--- src/rtl/crc_pkg.sv ---
// Shared constants and types for the parallel CRC engine.
// Assumes the register is sized for the widest supported generator.
package crc_pkg;
    localparam int          CRC_MAX_W   = 32;
    localparam int          CRC_NARROW_W = 16;
    localparam logic [15:0] GEN16       = 16'h1021;
    localparam logic [31:0] GEN32       = 32'h04C11DB7;

    typedef enum logic {
        WIDTH_NARROW = 1'b0,
        WIDTH_WIDE   = 1'b1
    } crc_width_e;
endpackage

--- src/rtl/crc_step.sv ---
// Combinational one-word CRC advance for a single generator.
// Computes both bit orders and picks one with lsb_first_i.
// Assumes WIDTH >= 2 and that POLY omits the implicit top term.
module crc_step #(
    parameter int               WIDTH  = 16,
    parameter logic [WIDTH-1:0] POLY   = '0,
    parameter int               DATA_W = 8
) (
    input  logic [WIDTH-1:0]  crc_i,
    input  logic [DATA_W-1:0] data_i,
    input  logic              lsb_first_i,
    output logic [WIDTH-1:0]  crc_o
);
    logic [WIDTH-1:0] poly_ref;
    logic [WIDTH-1:0] fwd_next;
    logic [WIDTH-1:0] rev_next;

    // Mirror the generator for the right-shifting form.
    for (genvar b = 0; b < WIDTH; b++) begin : g_reflect
        assign poly_ref[b] = POLY[WIDTH-1-b];
    end

    // Top bit first: shift left, feed back into the generator taps.
    always_comb begin : p_fwd
        logic [WIDTH-1:0] acc;
        logic             fb;
        acc = crc_i;
        for (int i = DATA_W - 1; i >= 0; i--) begin
            fb  = acc[WIDTH-1] ^ data_i[i];
            acc = {acc[WIDTH-2:0], 1'b0} ^ ({WIDTH{fb}} & POLY);
        end
        fwd_next = acc;
    end

    // Bit 0 first: shift right, feed back into the mirrored taps.
    always_comb begin : p_rev
        logic [WIDTH-1:0] acc;
        logic             fb;
        acc = crc_i;
        for (int i = 0; i < DATA_W; i++) begin
            fb  = acc[0] ^ data_i[i];
            acc = {1'b0, acc[WIDTH-1:1]} ^ ({WIDTH{fb}} & poly_ref);
        end
        rev_next = acc;
    end

    // Select the requested bit order.
    always_comb begin : p_sel
        crc_o = lsb_first_i ? rev_next : fwd_next;
    end
endmodule

--- src/rtl/crc_state.sv ---
// Remainder register with synchronous active-low reset.
// A load takes priority over an update; otherwise the value holds.
module crc_state #(
    parameter int W = 32
) (
    input  logic         clk,
    input  logic         rst_n,
    input  logic         load_i,
    input  logic [W-1:0] load_val_i,
    input  logic         upd_i,
    input  logic [W-1:0] upd_val_i,
    output logic [W-1:0] q_o
);
    // Hold, load or advance the remainder each cycle.
    always_ff @(posedge clk) begin
        if (!rst_n)      q_o <= '0;
        else if (load_i) q_o <= load_val_i;
        else if (upd_i)  q_o <= upd_val_i;
    end
endmodule

--- src/rtl/crc_engine.sv ---
// Parallel CRC engine: 16-bit (0x1021) or 32-bit (0x04C11DB7) generator,
// either bit order, programmable preset, one DATA_W word per clock,
// no output XOR. In narrow mode the upper half of the register is held
// at zero and reads as zero.
module crc_engine
    import crc_pkg::*;
#(
    parameter int DATA_W = 8
) (
    input  logic                 clk,
    input  logic                 rst_n,
    input  logic                 mode32_i,
    input  logic                 lsb_first_i,
    input  logic [DATA_W-1:0]    data_i,
    input  logic                 data_vld_i,
    input  logic [CRC_MAX_W-1:0] preset_i,
    input  logic                 preset_ld_i,
    output logic [CRC_MAX_W-1:0] crc_o
);
    localparam int PAD_W = CRC_MAX_W - CRC_NARROW_W;

    crc_width_e              width_sel;
    logic [CRC_MAX_W-1:0]    state_q;
    logic [CRC_NARROW_W-1:0] next_narrow;
    logic [CRC_MAX_W-1:0]    next_wide;
    logic [CRC_MAX_W-1:0]    next_word;
    logic [CRC_MAX_W-1:0]    preset_word;

    // Decode the width select into the shared enum.
    always_comb begin
        width_sel = mode32_i ? WIDTH_WIDE : WIDTH_NARROW;
    end

    crc_step #(
        .WIDTH  (CRC_NARROW_W),
        .POLY   (GEN16),
        .DATA_W (DATA_W)
    ) u_step16 (
        .crc_i       (state_q[CRC_NARROW_W-1:0]),
        .data_i      (data_i),
        .lsb_first_i (lsb_first_i),
        .crc_o       (next_narrow)
    );

    crc_step #(
        .WIDTH  (CRC_MAX_W),
        .POLY   (GEN32),
        .DATA_W (DATA_W)
    ) u_step32 (
        .crc_i       (state_q),
        .data_i      (data_i),
        .lsb_first_i (lsb_first_i),
        .crc_o       (next_wide)
    );

    // Pick the next remainder and the preset image for the active width.
    always_comb begin
        if (width_sel == WIDTH_WIDE) begin
            next_word   = next_wide;
            preset_word = preset_i;
        end else begin
            next_word   = {{PAD_W{1'b0}}, next_narrow};
            preset_word = {{PAD_W{1'b0}}, preset_i[CRC_NARROW_W-1:0]};
        end
    end

    crc_state #(
        .W (CRC_MAX_W)
    ) u_state (
        .clk        (clk),
        .rst_n      (rst_n),
        .load_i     (preset_ld_i),
        .load_val_i (preset_word),
        .upd_i      (data_vld_i),
        .upd_val_i  (next_word),
        .q_o        (state_q)
    );

    // Present the register, masking the upper half in narrow mode.
    always_comb begin
        crc_o = (width_sel == WIDTH_WIDE) ? state_q
                                          : {{PAD_W{1'b0}}, state_q[CRC_NARROW_W-1:0]};
    end
endmodule

--- config.mk ---
export PLATFORM = sky130hd
export DESIGN_NAME = crc_engine
export DESIGN_NICKNAME = d
export VERILOG_FILES = /design/src/rtl/crc_pkg.sv /design/src/rtl/crc_step.sv /design/src/rtl/crc_state.sv /design/src/rtl/crc_engine.sv
export SDC_FILE = /design/constraint.sdc
export NUM_CORES = 1
export LEC_CHECK = 0
export CORE_UTILIZATION = 55
export DETAILED_ROUTE_END_ITERATION = 12
export PLACE_DENSITY = 0.87
export SYNTH_ARGS = -nofsm -noshare
export SYNTH_HDL_FRONTEND = slang
export SYNTH_SLANG_ARGS = --single-unit
--- constraint.sdc ---
create_clock -name clk -period 3.35 [get_ports clk]
set_input_delay 0.67 -clock clk [delete_from_list [all_inputs] [get_ports clk]]
set_output_delay 0.67 -clock clk [all_outputs]
set_load 0.02 [all_outputs]
==> run_results.csv, run 1 <==
group,metric,value,unit
worst_hold_path,hold_class,"flip-flop to flip-flop",
timing,setup_tns,0,ns
final_layout,syn2layout_area_growth,23.0,%
setup_path,slowest_delay,0.63,ns
grt,overflow,0,
yosys,synth_area,4370,µm²
setup_path,rrSetupSlack,0.91,ns
timing,whs,0.551,ns
yosys,synth.net_count,559,
final_layout,final_core_util,69.9,%
setup_path,cp-end-kind,"primary output",
final_layout,drive_gt1_share,13.8,%
yosys,ys.flop_type,"dfxtp_1",
timing,clock_skew,0.0118,ns
run,drv_cap,0,
place,placed_cell_area,5290,µm²
yosys,async_flop_share,0,%
yosys,netlist_instances,513,
setup_path,critPathLaunch,"mode32_i",
setup_path,rr_startpoint,"u_state.q_o[5]",
routing,dr_total_vias,4074,
final_layout,reg_top3,"u_state.q_o x32",
place,gp_congestion,0.975,
yosys,synth_warnings,0,
worst_hold_path,min_from,"u_state.q_o[19]",
yosys,synth_cell_types,57,
routing,drc,0,
yosys,synth_edf_count,0,
setup_path,critPathKind,"input port to primary output",
setup_path,crit_chain,"clkdlybuf4s50_1 > buf_12 > and2_1 > clkdlybuf4s50_1",
power,p_per_area,490,nW/µm²
yosys,ys_seq_area_share,14.7,%
clock_network,insertion_delay,0.30,ns
clock_network,cts_htree_levels,2,
setup_path,critPathTopFamily,"buffers and inverters",
clock_network,cts_hold_buf,0,
timing,hold_viol,0,
clock_network,cts_root_buffer,"clkbuf_8",
yosys,yosysTopAreaCellShare,22.6,%
timing,tightest_slew,0.844,ns
worst_hold_path,min_to,"u_state.q_o[19]",
setup_path,critPathLaunchType,"input port",
grt,grtUsageTotal,36.3,%
routing,routed_wl,14600,µm
routing,first_pass_iters,5,
timing,setup_viol,0,
die,core_area,7690,µm²
timing,finalCritPeriodShare,89.2,%
die,io_pins,78,
grt,grt_pass1_wl,22700,µm
timing,fmax,0.335,GHz
final_layout,top_register,"u_state.q_o",
timing,rsz0062_at_grt,"false",
clock_network,cts.repair.resized,0,
place,hpwl,11100,µm
setup_path,ff2ff_path_depth,6,
die,rows,32,
setup_path,r2r-end,"u_state.q_o[25]",
clock_network,clockBufferDepth,2,
routing,drt-wirelength-per-cell,21.5,µm
worst_hold_path,whs_path_depth,1,
routing,ant_nets,0,
timing,slew_headroom,43.7,%
setup_path,path_common_cell,"clkdlybuf4s50_1",
grt,grt_pass1_vias,4024,
yosys,synth-seq-cells,32,
setup_path,critPathArrivalTime,2.32,ns
clock_network,cts_setup_buffers,0,
place,portBuffers,77,
clock_network,cts_inserted_buffers,5,
timing,period_needed,2.99,ns
final_layout,n_antenna_cell,0,
clock_network,cts.sinks,32,
die,die_w,91.1,µm
final_layout,postLayoutCellArea,5380,µm²
routing,first_iter_violations,359,
setup_path,critical_path_required,2.68,ns
yosys,syn_area_per_cell,8.52,µm²
power,vdd_drop_max,240,µV
power,cellLeakagePower,2.03,nW
status,outcome,"completed",
grt,grt_max_degree,49,
die,die_height,91.1,µm
setup_path,critical_path.slowest_cell,"clkdlybuf4s50_1",
setup_path,critPathBufInv,3,
grt,grt_antenna_before_repair,0,
clock_network,cts.clk_slew.worst_paths,0.07,ns
clock_network,cts_tree,"done",
final_layout,largest_register_ff_count,32,
die,dieArea,8310,µm²
routing,vias_per_cell,5.98,
yosys,synthTopCellsByArea,"xnor2_1 23%, dfxtp_1 15%, xor2_1 6.2%",
die,start_util,56.9,%
timing,finalMaxSlewViolations,0,
final_layout,fin_nets,624,
setup_path,cp_max_fo,48,
yosys,yosysTopAreaCell,"xnor2_1",
==> logic make-up (layout without fill, tap and decap cells) <==
kind of cell / Yosys count / after routing / synth area share [%]
buf+inv: 67 / 133 / 7.44
compound gates: 111 / 111 / 16.9
simple gates: 111 / 111 / 12.3
xor+xnor: 178 / 178 / 45.1
flops: 32 / 32 / 14.7
mux: 14 / 14 / 3.61
==> cells in the mapped netlist (all sizes together), types with 2 or more instances <==
| library cell | number |
|---|---|
| mux2i | 9 |
| mux2 | 4 |
| o311ai | 4 |
| xnor2 | 132 |
| nor3b | 3 |
| a32o | 2 |
| a22o | 2 |
| o31ai | 3 |
| clkbuf | 31 |
| inv | 6 |
| buf | 29 |
| nor2b | 2 |
| nand2 | 22 |
| a311oi | 2 |
| nand4 | 2 |
| o21a | 2 |
| xnor3 | 9 |
| o221ai | 3 |
| a22oi | 4 |
| xor3 | 4 |
| a21oi | 38 |
| dfxtp | 32 |
| or3 | 2 |
| a221oi | 5 |
| nand2b | 6 |
| xor2 | 33 |
| a31oi | 2 |
| nor2 | 37 |
| o2111ai | 2 |
| a32oi | 6 |
| o21ai | 19 |
| a211oi | 7 |
| and3 | 3 |
| nand3 | 5 |
| o211ai | 4 |
| nor3 | 9 |
| and2 | 18 |
==> area by class of cell <==
cell class | instances | area, µm²
Clock buffer | 8 | 90.1
Timing Repair Buffer | 118 | 1090
Fill cell | 650 | 2310
Tap cell | 102 | 128
Sequential cell | 32 | 641
Inverter | 7 | 26.3
Multi-Input combinational cell | 414 | 3400
==> worst max path at each step <==
stage	endpoint	slack [ns]	cells after the start
after global placement	u_state.q_o[14]	0.11	7
after global routing	u_state.q_o[14]	0.31	7
after floorplan	u_state.q_o[10]	0.88	7
final	crc_o[19]	0.36	4
after CTS	crc_o[19]	0.40	4
after detailed placement	u_state.q_o[4]	0.12	7
==> placed cells by master, fill, tap and decap left out, types with 4 or more instances in the layout <==
cell type,count
xnor3_1,7
a221oi_1,5
a22oi_1,4
inv_1,6
mux2_2,4
xnor2_2,14
nand2_1,22
nor3_1,9
a211oi_1,7
a32oi_1,6
xnor2_1,113
a21oi_1,37
nand3_1,5
clkdlybuf4s50_1,76
o311ai_0,4
xor3_1,4
mux2i_1,9
o211ai_1,4
xnor2_4,5
clkbuf_8,6
xor2_1,31
nand2b_1,6
nor2_1,37
o21ai_0,18
dfxtp_1,32
and2_1,16
buf_4,40
==> routing by layer <==
metal	GRT usage (%)	part of all wire, %
met5	0	0
met4	20.9	5.6
met3	6.78	9.5
met2	54.6	43
met1	48.6	42
==> power by group <==
group          total (mW)  switching, mW  internal [mW]
combinational        1.79          0.877          0.917
clock               0.332          0.164          0.168
sequential          0.509         0.0906          0.418
total                2.63           1.13           1.50
==> per-stage QoR <==
step,instances,setup slack [ns],total power [mW]
after floorplan,513,0.876,1.80
after global placement,673,0.105,2.27
after detailed placement,673,0.122,2.27
after CTS,681,0.401,2.61
after global routing,681,0.307,2.77
final,681,0.362,2.63
==> worst reg2reg max path, stage by stage (launching register included) <==
cell and delay (ns):
dfxtp_1 0.44, xnor2_2 0.52, xnor3_1 0.66, xnor2_2 0.24, xnor2_1 0.16, nand4b_1 0.12
o311ai_0 0.15
Note: power is estimated with default switching activity, not from simulation.
==> inputs of run 2 (changes only) <==
--- a/config.mk
+++ b/config.mk
@@ -5,6 +5,7 @@
 export SDC_FILE = /design/constraint.sdc
 export NUM_CORES = 1
 export LEC_CHECK = 0
+export CORE_ASPECT_RATIO = 1.75
 export CORE_UTILIZATION = 55
 export DETAILED_ROUTE_END_ITERATION = 12
 export PLACE_DENSITY = 0.87
==> run 2 against run 1 <==
Sequential share of layout area shrank 0.13 points. Via count shrank 0.20%. Register-to-register slack gained 0.08 ns. Highest routed layer unchanged. Clock skew shrank 0.0065 ns.
==> run_results.csv, run 2 (synthesis gave the netlist of run 1 again) <==
group,metric,value,unit
die,io_pins,78,
clock_network,cts_setup_buffers,0,
routing,ant_nets,0,
power,p_sw_share,41.7,%
clock_network,cts.sinks,32,
grt,grt_pass1_wl,23300,µm
setup_path,critical_path_required,3.53,ns
timing,clock_skew,0.00534,ns
timing,rsz0062_at_grt,"false",
die,die_height,120,µm
final_layout,layout_commonest_cell,"xnor2_1",
setup_path,crit_chain,"clkdlybuf4s50_1 > xor2_4 > xnor2_2 > xnor3_1 > mux2_2 > o21ai_1 > a211oi_1",
die,core_area,7620,µm²
setup_path,rr_startpoint,"u_state.q_o[5]",
timing,fmax,0.334,GHz
place,gp_congestion,0.972,
grt,grt_pass1_vias,4237,
setup_path,rrSetupSlack,0.99,ns
timing,period_needed,3.00,ns
routing,dr.max_layer_used,"met4",
final_layout,n_fill_cell,636,
die,rows,42,
setup_path,critPathLaunch,"data_i[2]",
die,die_w,69.4,µm
clock_network,cts_root_buffer,"clkbuf_16",
setup_path,cp_max_fo,5,
run,drv_cap,0,
routing,first_pass_iters,5,
power,cellLeakagePower,2.06,nW
routing,routed_wl,15200,µm
timing,setup_viol,0,
power,power_frac_seq,18.0,%
setup_path,critPathBufInv,1,
timing,setup_tns,0,ns
setup_path,endpoint,"u_state.q_o[4]",
place,placed_cell_area,5290,µm²
clock_network,cts_tree,"done",
setup_path,crit_cells,7,
place,numPlacedInstances,660,
final_layout,final_cells,668,
clock_network,cts_htree_levels,2,
clock_network,cts_inserted_buffers,5,
final_layout,reg_top3,"u_state.q_o x32",
final_layout,drive_gt1_share,14.0,%
power,p_sw,1.18,mW
die,start_util,57.4,%
clock_network,cts_hold_buf,0,
final_layout,final_core_util,71.3,%
worst_hold_path,hold_class,"flip-flop to flip-flop",
final_layout,n_antenna_cell,0,
clock_network,clockBufferDepth,2,
timing,hold_viol,0,
power,vdd_drop_max,363,µV
final_layout,postLayoutCellArea,5430,µm²
routing,drt-wirelength-per-cell,22.7,µm
worst_hold_path,whs_path_depth,2,
routing,first_iter_violations,439,
final_layout,top_register,"u_state.q_o",
setup_path,critPathLaunchType,"input port",
die,dieArea,8320,µm²
grt,overflow,0,
final_layout,multi_input_area,3400,µm²
routing,drc,0,
final_layout,final_cell_mix,"113 x xnor2_1, 76 x clkdlybuf4s50_1, 40 x buf_4, 37 x a21oi_1, 37 x nor2_1",
clock_network,cts.clk_slew.worst_paths,0.06,ns
routing,met1_length,5640,µm
final_layout,seqCellArea,641,µm²
timing,whs,0.548,ns
routing,vias_per_cell,6.09,
timing,setup_ws,0.355,ns
setup_path,slowest_delay,0.75,ns
timing,slew_headroom,52.4,%
grt,grt_antenna_before_repair,0,
timing,finalCritPeriodShare,89.4,%
setup_path,critPathTopFamily,"XOR/XNOR gates",
final_layout,fin_nets,625,
routing,met2_length,7780,µm
power,internal_power,1.65,mW
timing,finalMaxSlewViolations,0,
grt,grt_max_degree,49,
setup_path,ff2ff_path_depth,6,
final_layout,largest_register_ff_count,32,
status,outcome,"completed",
setup_path,critPathArrivalTime,3.17,ns
routing,route.met3.wl,963,µm
setup_path,r2r-end,"u_state.q_o[18]",
setup_path,cp-end-kind,"flip-flop",
timing,tightest_slew,0.710,ns
power,p_per_area,519,nW/µm²
clock_network,cts.repair.resized,0,
routing,dr_total_vias,4066,
clock_network,insertion_delay,0.29,ns
setup_path,critPathKind,"input port to flip-flop",
power,clkPwrFrac,17.3,%
final_layout,syn2layout_area_growth,24.3,%
place,post-place-ws,0.102,ns
power,totalPowerFinal,2.82,mW
setup_path,critical_path.slowest_cell,"clkdlybuf4s50_1",
place,portBuffers,77,
place,hpwl,11500,µm
grt,grtUsageTotal,37.2,%
power,pwr-share-comb,64.7,%
run 2: cell types whose count changed in the layout (fill, tap and decap cells not counted):
cell	before	now
buf_12	1	2
clkbuf_16	0	5
clkbuf_8	6	1
run 2: cell type report:
type / instances / area share [%]
well taps: 88 / 2.03
flip-flops and latches: 32 / 11.8
inverters: 7 / 0.484
multi-input cells: 414 / 62.7
clock buffers: 8 / 2.69
repair buffers: 119 / 20.4
run 2: worst min path at each step:
| stage | to | slack (ns) | from |
|---|---|---|---|
| detailed placement | u_state.q_o[21] | 0.54 | u_state.q_o[21] |
| global placement | u_state.q_o[29] | 0.54 | u_state.q_o[29] |
| finish | u_state.q_o[21] | 0.55 | u_state.q_o[21] |
| global route | u_state.q_o[21] | 0.59 | u_state.q_o[21] |
| CTS | u_state.q_o[21] | 0.55 | u_state.q_o[21] |
| floorplan | u_state.q_o[19] | 0.48 | u_state.q_o[19] |
run 2: power by group through the flow:
stage	Sequential, mW	Clock [mW]	Combinational, mW
after CTS	0.507	0.489	1.81
after global placement	0.513	0	1.78
final	0.509	0.488	1.82
after global routing	0.514	0.492	1.94
after floorplan	0.462	0	1.34
after detailed placement	0.515	0	1.79
run 2: per-layer routing:
layer | track usage, % | up-vias
li1 | - | 1871
met1 | 42.2 | 1937
met2 | 65.2 | 207
met3 | 5.37 | 51
met4 | 21.7 | 0
met5 | 0 | -
run 2: tightest hold or removal path, delay by kind of cell, from the launching register on:
| kind | cells | cell delay [ns] |
|---|---|---|
| flip-flops | 1 | 0.35 |
| AO/OA/AOI/OAI | 1 | 0.08 |
| AND/OR/NAND/NOR | 1 | 0.07 |
